$ cat config.mk
export PLATFORM = sky130hd
export DESIGN_NAME = standby_wake_timer
export DESIGN_NICKNAME = d
export VERILOG_FILES = /design/src/rtl/standby_wake_pkg.sv /design/src/rtl/standby_wake_dp.sv /design/src/rtl/standby_wake_ctrl.sv /design/src/rtl/standby_wake_timer.sv
export SDC_FILE = /design/constraint.sdc
export NUM_CORES = 1
export LEC_CHECK = 0
export ABC_AREA = 1
export BUFFER_PORTS_ARGS = -buffer_cell sky130_fd_sc_hd__buf_4
export CAP_MARGIN = 20
export CORE_UTILIZATION = 43
export CTS_BUF_LIST = sky130_fd_sc_hd__clkbuf_8 sky130_fd_sc_hd__clkbuf_16
export DETAILED_ROUTE_END_ITERATION = 12
export GPL_ROUTABILITY_DRIVEN = 0
export HOLD_SLACK_MARGIN = 0.05
export RECOVER_POWER = 100
export SETUP_SLACK_MARGIN = 0.3
export SYNTH_ARGS = -nofsm -noshare
export SYNTH_HDL_FRONTEND = slang
export SYNTH_SLANG_ARGS = --single-unit
$ cat constraint.sdc
create_clock -name clk -period 1.7 [get_ports clk]
set_input_delay 0.085 -clock clk [delete_from_list [all_inputs] [get_ports clk]]
set_output_delay 0.085 -clock clk [all_outputs]
set_load 0.01 [all_outputs]
$ cat src/rtl/standby_wake_pkg.sv
package standby_wake_pkg;

  localparam int COUNT_W = 4;
  localparam int SLOW_DIV = 32;
  localparam int SUB_W = $clog2(SLOW_DIV);

  typedef enum logic {
    ST_IDLE = 1'b0,
    ST_RUN  = 1'b1
  } timerState_t;

  typedef struct packed {
    logic capture;
    logic clearCnt;
    logic runEn;
  } ctrlStrobes_t;

  typedef struct packed {
    logic finalTick;
    logic countZero;
  } dpStatus_t;

endpackage

$ cat src/rtl/standby_wake_dp.sv
module standby_wake_dp
  import standby_wake_pkg::*;
#(
  parameter longint unsigned CYCLES_PER_MINUTE = 64'd6000000000
) (
  input  logic          clk,
  input  logic          rstN,
  input  logic          regWrEn,
  input  logic [15:0]   regWrData,
  output logic [15:0]   regRdData,
  input  ctrlStrobes_t  strobes,
  output dpStatus_t     status
);

  localparam int PRE_W = (CYCLES_PER_MINUTE > 64'd1) ? $clog2(CYCLES_PER_MINUTE) : 1;
  localparam logic [PRE_W-1:0] PRE_LAST = PRE_W'(CYCLES_PER_MINUTE - 64'd1);
  localparam logic [SUB_W-1:0] SUB_LAST = SUB_W'(SLOW_DIV - 1);

  logic [COUNT_W-1:0] cfgCount;
  logic               cfgSlow;
  logic [COUNT_W-1:0] capCount;
  logic               capSlow;
  logic [PRE_W-1:0]   prescaleQ;
  logic [SUB_W-1:0]   subQ;
  logic [COUNT_W-1:0] tickQ;
  logic               minuteTick;
  logic               rateTick;

  always_ff @(posedge clk) begin
    if (!rstN) begin
      cfgCount <= '0;
      cfgSlow  <= 1'b0;
    end else if (regWrEn) begin
      cfgCount <= regWrData[15:12];
      cfgSlow  <= regWrData[11];
    end
  end

  assign regRdData = {cfgCount, cfgSlow, 11'b0};

  always_ff @(posedge clk) begin
    if (!rstN) begin
      capCount <= '0;
      capSlow  <= 1'b0;
    end else if (strobes.capture) begin
      capCount <= cfgCount;
      capSlow  <= cfgSlow;
    end
  end

  assign minuteTick = strobes.runEn && (prescaleQ == PRE_LAST);

  always_ff @(posedge clk) begin
    if (!rstN || strobes.clearCnt) begin
      prescaleQ <= '0;
    end else if (strobes.runEn) begin
      prescaleQ <= (prescaleQ == PRE_LAST) ? '0 : prescaleQ + 1'b1;
    end
  end

  always_ff @(posedge clk) begin
    if (!rstN || strobes.clearCnt) begin
      subQ <= '0;
    end else if (minuteTick && capSlow) begin
      subQ <= (subQ == SUB_LAST) ? '0 : subQ + 1'b1;
    end
  end

  assign rateTick = minuteTick && (!capSlow || (subQ == SUB_LAST));

  always_ff @(posedge clk) begin
    if (!rstN || strobes.clearCnt) begin
      tickQ <= '0;
    end else if (rateTick) begin
      tickQ <= tickQ + 1'b1;
    end
  end

  assign status.finalTick = rateTick && (tickQ == capCount - 1'b1);
  assign status.countZero = (cfgCount == '0);

  AST_PRESCALE_BOUND: assert property (@(posedge clk) disable iff (!rstN)
    prescaleQ <= PRE_LAST);
  AST_TICK_BELOW_TARGET: assert property (@(posedge clk) disable iff (!rstN)
    strobes.runEn |-> (tickQ < capCount));
  AST_CAPTURE_HELD: assert property (@(posedge clk) disable iff (!rstN)
    (strobes.runEn && $past(strobes.runEn)) |-> ($stable(capCount) && $stable(capSlow)));
  AST_CLEARED_AFTER_STOP: assert property (@(posedge clk) disable iff (!rstN)
    $past(strobes.clearCnt) |-> (prescaleQ == '0 && tickQ == '0 && subQ == '0));

endmodule

$ cat src/rtl/standby_wake_ctrl.sv
module standby_wake_ctrl
  import standby_wake_pkg::*;
(
  input  logic          clk,
  input  logic          rstN,
  input  logic          sleepActive,
  input  dpStatus_t     status,
  output ctrlStrobes_t  strobes,
  output logic          wakePulse
);

  timerState_t stateQ;
  timerState_t stateD;
  logic        sleepPrev;
  logic        sleepEntry;
  logic        wakeD;

  assign sleepEntry = sleepActive && !sleepPrev;

  always_ff @(posedge clk) begin
    if (!rstN) sleepPrev <= 1'b0;
    else       sleepPrev <= sleepActive;
  end

  always_comb begin
    stateD           = stateQ;
    strobes.capture  = 1'b0;
    strobes.clearCnt = 1'b0;
    strobes.runEn    = 1'b0;
    wakeD            = 1'b0;
    case (stateQ)
      ST_IDLE: begin
        strobes.clearCnt = 1'b1;
        if (sleepEntry && !status.countZero) begin
          strobes.capture = 1'b1;
          stateD          = ST_RUN;
        end
      end
      ST_RUN: begin
        if (!sleepActive) begin
          strobes.clearCnt = 1'b1;
          stateD           = ST_IDLE;
        end else begin
          strobes.runEn = 1'b1;
          if (status.finalTick) begin
            wakeD  = 1'b1;
            stateD = ST_IDLE;
          end
        end
      end
      default: stateD = ST_IDLE;
    endcase
  end

  always_ff @(posedge clk) begin
    if (!rstN) begin
      stateQ    <= ST_IDLE;
      wakePulse <= 1'b0;
    end else begin
      stateQ    <= stateD;
      wakePulse <= wakeD;
    end
  end

  AST_WAKE_ONE_CYCLE: assert property (@(posedge clk) disable iff (!rstN)
    wakePulse |=> !wakePulse);
  AST_WAKE_NEEDS_SLEEP: assert property (@(posedge clk) disable iff (!rstN)
    wakePulse |-> $past(sleepActive));
  AST_ZERO_STAYS_IDLE: assert property (@(posedge clk) disable iff (!rstN)
    (stateQ == ST_IDLE && sleepEntry && status.countZero) |=> (stateQ == ST_IDLE));
  AST_IDLE_AFTER_WAKE: assert property (@(posedge clk) disable iff (!rstN)
    wakePulse |-> (stateQ == ST_IDLE));

endmodule

$ cat src/rtl/standby_wake_timer.sv
module standby_wake_timer
  import standby_wake_pkg::*;
#(
  parameter longint unsigned CYCLES_PER_MINUTE = 64'd6000000000
) (
  input  logic        clk,
  input  logic        rstN,
  input  logic        regWrEn,
  input  logic [15:0] regWrData,
  output logic [15:0] regRdData,
  input  logic        sleepActive,
  output logic        wakePulse
);

  ctrlStrobes_t strobes;
  dpStatus_t    status;

  standby_wake_dp #(
    .CYCLES_PER_MINUTE(CYCLES_PER_MINUTE)
  ) uDp (
    .clk       (clk),
    .rstN      (rstN),
    .regWrEn   (regWrEn),
    .regWrData (regWrData),
    .regRdData (regRdData),
    .strobes   (strobes),
    .status    (status)
  );

  standby_wake_ctrl uCtrl (
    .clk         (clk),
    .rstN        (rstN),
    .sleepActive (sleepActive),
    .status      (status),
    .strobes     (strobes),
    .wakePulse   (wakePulse)
  );

  AST_RESERVED_READ_ZERO: assert property (@(posedge clk) disable iff (!rstN)
    regRdData[10:0] == 11'b0);

endmodule

; After elaboration in Yosys (flattened, before gate mapping)
; Cells that the tools add are included.
[classes]
add_sub_neg = 4
n_eq_ne = 3
muxes = 12
bitwise_logic = 1
n_reduce_logical = 14
[ops]
columns = operator, count
row1 = 33-bit by 1-bit adder with 33-bit output (second input constant), 1
row2 = 33-bit equality test (second input constant), 1
row3 = 33-bit 2-to-1 mux, 1
row4 = 1-bit 2-to-1 mux, 8
row5 = 1-bit logical AND, 6
row6 = 5-bit by 1-bit adder with 5-bit output (second input constant), 1
row7 = 5-bit equality test (second input constant), 1
row8 = 5-bit 2-to-1 mux, 1
row9 = 4-bit by 1-bit adder with 4-bit output (second input constant), 1
row10 = 4-bit equality test, 1
row11 = 1-bit logical NOT, 4
row12 = 4-bit logical NOT, 1
row13 = 1-bit one-hot mux with 2 select lines, 2
row14 = 4-bit by 1-bit subtractor with 4-bit output (second input constant), 1
row15 = 3-bit AND reduction, 1
row16 = 1-bit logical OR, 2
row17 = 1-bit NOT, 1
[totals]
register_bits = 55
output_inout_bits = 17
elab_cells = 44

; Logic depth before layout (Yosys ltp)
[depth]
depth_word = 8
mapped_depth = 12

; Hierarchy
; A second synthesis with hierarchy kept.
[unflattened]
cells_unflattened = 462
area_unflattened_um2 = 3057.9
[by_module_without_submodules]
columns = mod, n_inst, cells_each, area_per_inst_um2, seq_area_each_um2
row1 = standby_wake_dp, 1, 445, 2932.8, 1041.0
row2 = standby_wake_ctrl, 1, 17, 125.1, 60.1

; Worst setup path after synthesis
; Ideal clock, no wire load.
[synth_path]
path_type = reg2reg
startpoint = reg uDp.subQ[0]
endpoint = reg uCtrl.stateQ
setup_ns = 0.119
t_arrival_ns = 1.399
slack_ns = 0.182
stages_incl_launch_ff = 10
synth_period_minus_slack_ns = 1.518
path_cell_list = dfxtp_1 ha_1 inv_1 nor3_1 ha_1 nor2_1 inv_1 nand4_1 o21ai_0 nand2_1
[synth_between]
elab_chain_cells = 7
[synth_lines]
columns = item, line
row1 = "start, declared", standby_wake_dp.sv:24  ; logic [SUB_W-1:0] subQ;
row2 = "start signal, assigned", standby_wake_dp.sv:65  ; subQ <= (subQ == SUB_LAST) ? '0 : subQ + 1'b1;
row3 = 5-bit equality test, standby_wake_dp.sv:69  ; assign rateTick = minuteTick && (!capSlow || (subQ == SUB_LAST));
row4 = 1-bit logical OR, standby_wake_dp.sv:69
row5 = 1-bit logical AND, standby_wake_dp.sv:69
row6 = 1-bit logical AND, standby_wake_dp.sv:79  ; assign status.finalTick = rateTick && (tickQ == capCount - 1'b1);
row7 = 1-bit 2-to-1 mux, standby_wake_ctrl.sv:45  ; if (status.finalTick) begin
row8 = 1-bit 2-to-1 mux, standby_wake_ctrl.sv:40  ; if (!sleepActive) begin
row9 = 1-bit one-hot mux with 2 select lines, standby_wake_ctrl.sv:31  ; case (stateQ)
row10 = "end signal, assigned", standby_wake_ctrl.sv:60  ; stateQ <= stateD;
row11 = "end, declared", standby_wake_ctrl.sv:12  ; timerState_t stateQ;
; Every way passes these cells.
; A chain may end at the register's enable or synchronous reset.

; Worst setup path in the final report
[layout_path]
startpoint = reg uDp.prescaleQ[14]
endpoint = reg uDp.prescaleQ[23]
[layout_between]
elab_chain_cells = 2
word_cells_on_any_way = 3
cone_classes = add/sub (1) / eq/ne (1) / mux (1)
[layout_lines]
columns = item, line
row1 = "start, declared", standby_wake_dp.sv:23  ; logic [PRE_W-1:0] prescaleQ;
row2 = "start signal, assigned", standby_wake_dp.sv:57  ; prescaleQ <= (prescaleQ == PRE_LAST) ? '0 : prescaleQ + 1'b1;
row3 = 33-bit by 1-bit adder with 33-bit output or 33-bit equality test (tied branches), standby_wake_dp.sv:57
row4 = 33-bit 2-to-1 mux *, standby_wake_dp.sv:57
; Every way passes the cells marked *; elsewhere a longest branch is shown, timed or not.

==> flow_metrics.py <==
metrics = {
    "clock_tree": {
        "cts_made_buffers": 5,
        "cts_tree": "done",
        "clock_latency_ns": 0.32,
        "cts.clk_slew.worst_paths_ns": 0.11,
        "cts_buffer_depth": 2,
        "cts_max_level": 2,
        "cts_num_sinks": 55,
        "cts_root_buf": "clkbuf_8",
    },
    "run": {
        "drv_cap": 0,
    },
    "synthesis": {
        "ys_seq_area_share_pct": 35.26,
        "ys_seq_elements": 55,
        "synth.avg_cell_area_um2": 6.603,
        "syn-cell-area_um2": 3123,
        "postSynthCellCount": 473,
        "async_flop_share_pct": 0,
        "ys_types": 36,
        "synth_edf_count": 0,
        "synthFlopType": "dfxtp_1",
        "synth.yosys.warnings": 0,
    },
    "global_route": {
        "grt_pass1_vias": 2990,
        "grt_usage_pct": 22.80,
        "grt_pass1_wl_mm": 13.60,
        "antenna_found_initial": 0,
        "grt_max_degree": 19,
        "grt_overflow": 0,
    },
    "timing": {
        "fin_skew_ns": 0.01058,
        "report.final.slew_viol_count": 0,
        "fmax_mhz": 646.2,
        "finalWorstSetupSlack_ns": 0.1526,
        "setup_viol": 0,
        "final_hold_viol_count": 0,
        "finalCritPeriodShare_pct": 91.02,
        "rsz0062_at_grt": "true",
        "finalCriticalPeriod_ns": 1.547,
        "setup_tns_ns": 0,
    },
    "detailed_routing": {
        "dr_total_vias": 3196,
        "firstDrtPassIters": 5,
        "drcViolationCount": 0,
        "ant_nets": 0,
        "drt_iter0_drc": 166,
        "routedWlPerCell_um": 13.07,
        "vias_per_cell": 4.963,
        "drt_wl_total_mm": 8.418,
    },
    "min_path": {
        "holdPathEnd": "uDp.cfgSlow$_SDFFE_PN0P_",
        "hp-start": "regWrEn",
        "min-delay-path-class": "input port to register",
        "worstHoldPathCells": 3,
    },
    "pwr": {
        "p_per_area_nw_per_um2": 559.7,
        "irDropWorstVdd_mv": 0.3511,
        "power.total_mw": 2.425,
        "p_leak_nw": 1.735,
    },
    "worst_setup_path": {
        "r2r_start": "uDp.prescaleQ[14]$_SDFFE_PP0P_",
        "worstSetupEndpointType": "register",
        "r2r_cells": 9,
        "arrival_ns": 1.76,
        "critPathRequiredTime_ns": 1.91,
        "cp_cell_sequence": "buf_6 > nor2_2 > nand4_1 > nor2_1 > nand2_4 > nand2_8 > inv_4 > o21ai_0 > a21oi_1",
        "r2r-end": "uDp.prescaleQ[23]$_SDFFE_PP0P_",
        "crit_path_max_fanout": 12,
        "r2r_setup_slack_ns": 0.15,
        "path_class": "register to register",
        "worstSetupStartpointType": "register",
        "slowest_delay_ns": 0.35,
        "crit_slowest_cell": "dfxtp_2",
    },
    "finish": {
        "antenna_cells": 0,
        "layout.nets": 572,
        "num-fill-cells": 648,
        "drive_gt1_share_pct": 37.23,
        "areaGrowthSynthToFinish_pct": 38.70,
    },
    "floorplan": {
        "row_count": 30,
        "ioPinCount": 37,
        "dieArea_um2": 7607,
        "die_x_um": 87.22,
        "start_util_pct": 45.22,
        "core_um2": 6907,
        "die_h_um": 87.22,
    },
    "placement": {
        "pre_cts_ws_ns": 0.07721,
        "dpl.hpwl_mm": 5.378,
        "io_buffers": 14,
    },
    "outcome": {
        "status": "finished, final reports clean",
    },
}
-- power breakdown --
group	total [mW]	internal (mW)	switching, mW
registers	1.32	1.30	0.0188
logic	0.200	0.0896	0.110
clock network	0.907	0.445	0.462
total	2.42	1.83	0.591
-- critical path: cells and delay by family, from the launching register on --
kind            cells  cell delay [ns]
simple gates        5             0.73
flops               1             0.35
compound gates      2             0.13
buf+inv             2             0.23
-- worst max-delay path by stage --
stage / from / slack, ns / to / cells past startpoint
detailed placement: uDp.prescaleQ[9]$_SDFFE_PP0P_ / 0.08 / uDp.prescaleQ[24]$_SDFFE_PP0P_ / 9
global route: uDp.prescaleQ[5]$_SDFFE_PP0P_ / 0.05 / uDp.prescaleQ[24]$_SDFFE_PP0P_ / 9
CTS: uDp.prescaleQ[14]$_SDFFE_PP0P_ / 0.19 / uDp.subQ[2]$_SDFFE_PP0P_ / 10
floorplan: uDp.subQ[1]$_SDFFE_PP0P_ / 0.30 / uCtrl.stateQ$_SDFF_PN0_ / 9
global placement: uDp.prescaleQ[9]$_SDFFE_PP0P_ / 0.12 / uDp.prescaleQ[26]$_SDFFE_PP0P_ / 8
finish: uDp.prescaleQ[14]$_SDFFE_PP0P_ / 0.15 / uDp.prescaleQ[23]$_SDFFE_PP0P_ / 9
-- what timing repair did --
action	4_1_cts	5_1_grt
hold buffers	8	0
endpoints found under the setup margin	41	42
endpoints found under the hold margin	6	0
pin swaps	30	48
gates cloned	0	1
buffers inserted	26	10
gates resized for setup	82	78
-- per-layer routing --
layer,track usage (%),routed length (um),vias to the layer above,part of all wire [%]
li1,-,-,1639,-
met3,2.654,226,12,2.7
met5,0,0,-,0
met1,28.97,3767,1479,45
met2,40.23,4278,66,51
met4,7.303,145,0,1.7
-- cells in the mapped netlist, types with 2 or more instances --
cell type	number	area (um^2)
inv_2	3	11.26
xnor2_1	3	26.28
nor3_1	20	100.1
nor2_2	5	31.28
buf_4	13	97.59
nand3_1	29	145.1
o21ai_1	2	10.01
inv_1	56	210.2
o21a_1	2	15.01
a211oi_1	2	15.01
nor3b_1	3	22.52
o21ai_0	13	65.06
xor2_1	6	52.55
nor2_4	5	56.30
a21oi_1	22	110.1
dfxtp_1	55	1101
nand2_2	9	56.30
clkbuf_1	2	7.510
nor2_1	92	345.3
nand2_1	97	364.1
nand4_1	15	93.84
ha_1	5	62.56
-- layout make-up --
type                       count  area (um^2)  share of cell area [%]
multi-input combinational    352         2108                   48.67
sequential                    55         1159                   26.75
timing repair buffer          73        594.3                   13.72
inverter                      60        235.2                   5.430
tap                           96        120.1                   2.773
clock buffer                   5        68.82                   1.589
clock inverter                 3        46.29                   1.069
-- cell usage in the layout (no fill, tap or decap), drive strengths merged --
cell type,instances
clkinvlp,1
buf,55
a21oi,23
ha,5
xnor2,3
dfxtp,55
nand4,15
inv,60
a31oi,1
clkbuf,15
conb,11
nand2,107
a211oi,2
dlygate4sd3,8
or2,1
xor2,6
nor3,22
bufinv,1
o21bai,1
clkinv,1
o21ai,15
nor3b,4
nor2,102
nor4,1
o21a,2
nand3,30
o211a,1
-- flip-flops by register name, summed over array words and instances (netlist names) --
register,count
uCtrl.sleepPrev,1
uCtrl.stateQ,1
uCtrl.wakePulse,1
uDp.capCount,4
uDp.capSlow,1
uDp.cfgCount,4
uDp.cfgSlow,1
uDp.prescaleQ,33
uDp.subQ,5
uDp.tickQ,4
-- logic make-up after synthesis --
logic type | after synthesis | share of synthesized area (%)
simple gates | 282 | 41.23
other cells | 1 | 0.1201
compound gates | 45 | 7.933
flops | 55 | 35.26
fa+ha+maj | 5 | 2.003
buf+inv | 76 | 10.94
xor+xnor | 9 | 2.524
-- through the flow --
stage	cell area (um^2)	std cells	utilization (%)	hold slack [ns]
finish	4332	644	62.72	0.05381
global route	4332	644	62.72	0.06313
CTS	4039	633	58.48	0.05145
detailed placement	3402	591	49.26	0.2906
global placement	3402	591	49.26	0.2867
floorplan	3188	483	-	0.1785
No activity file was read; power rests on OpenSTA's default activity.
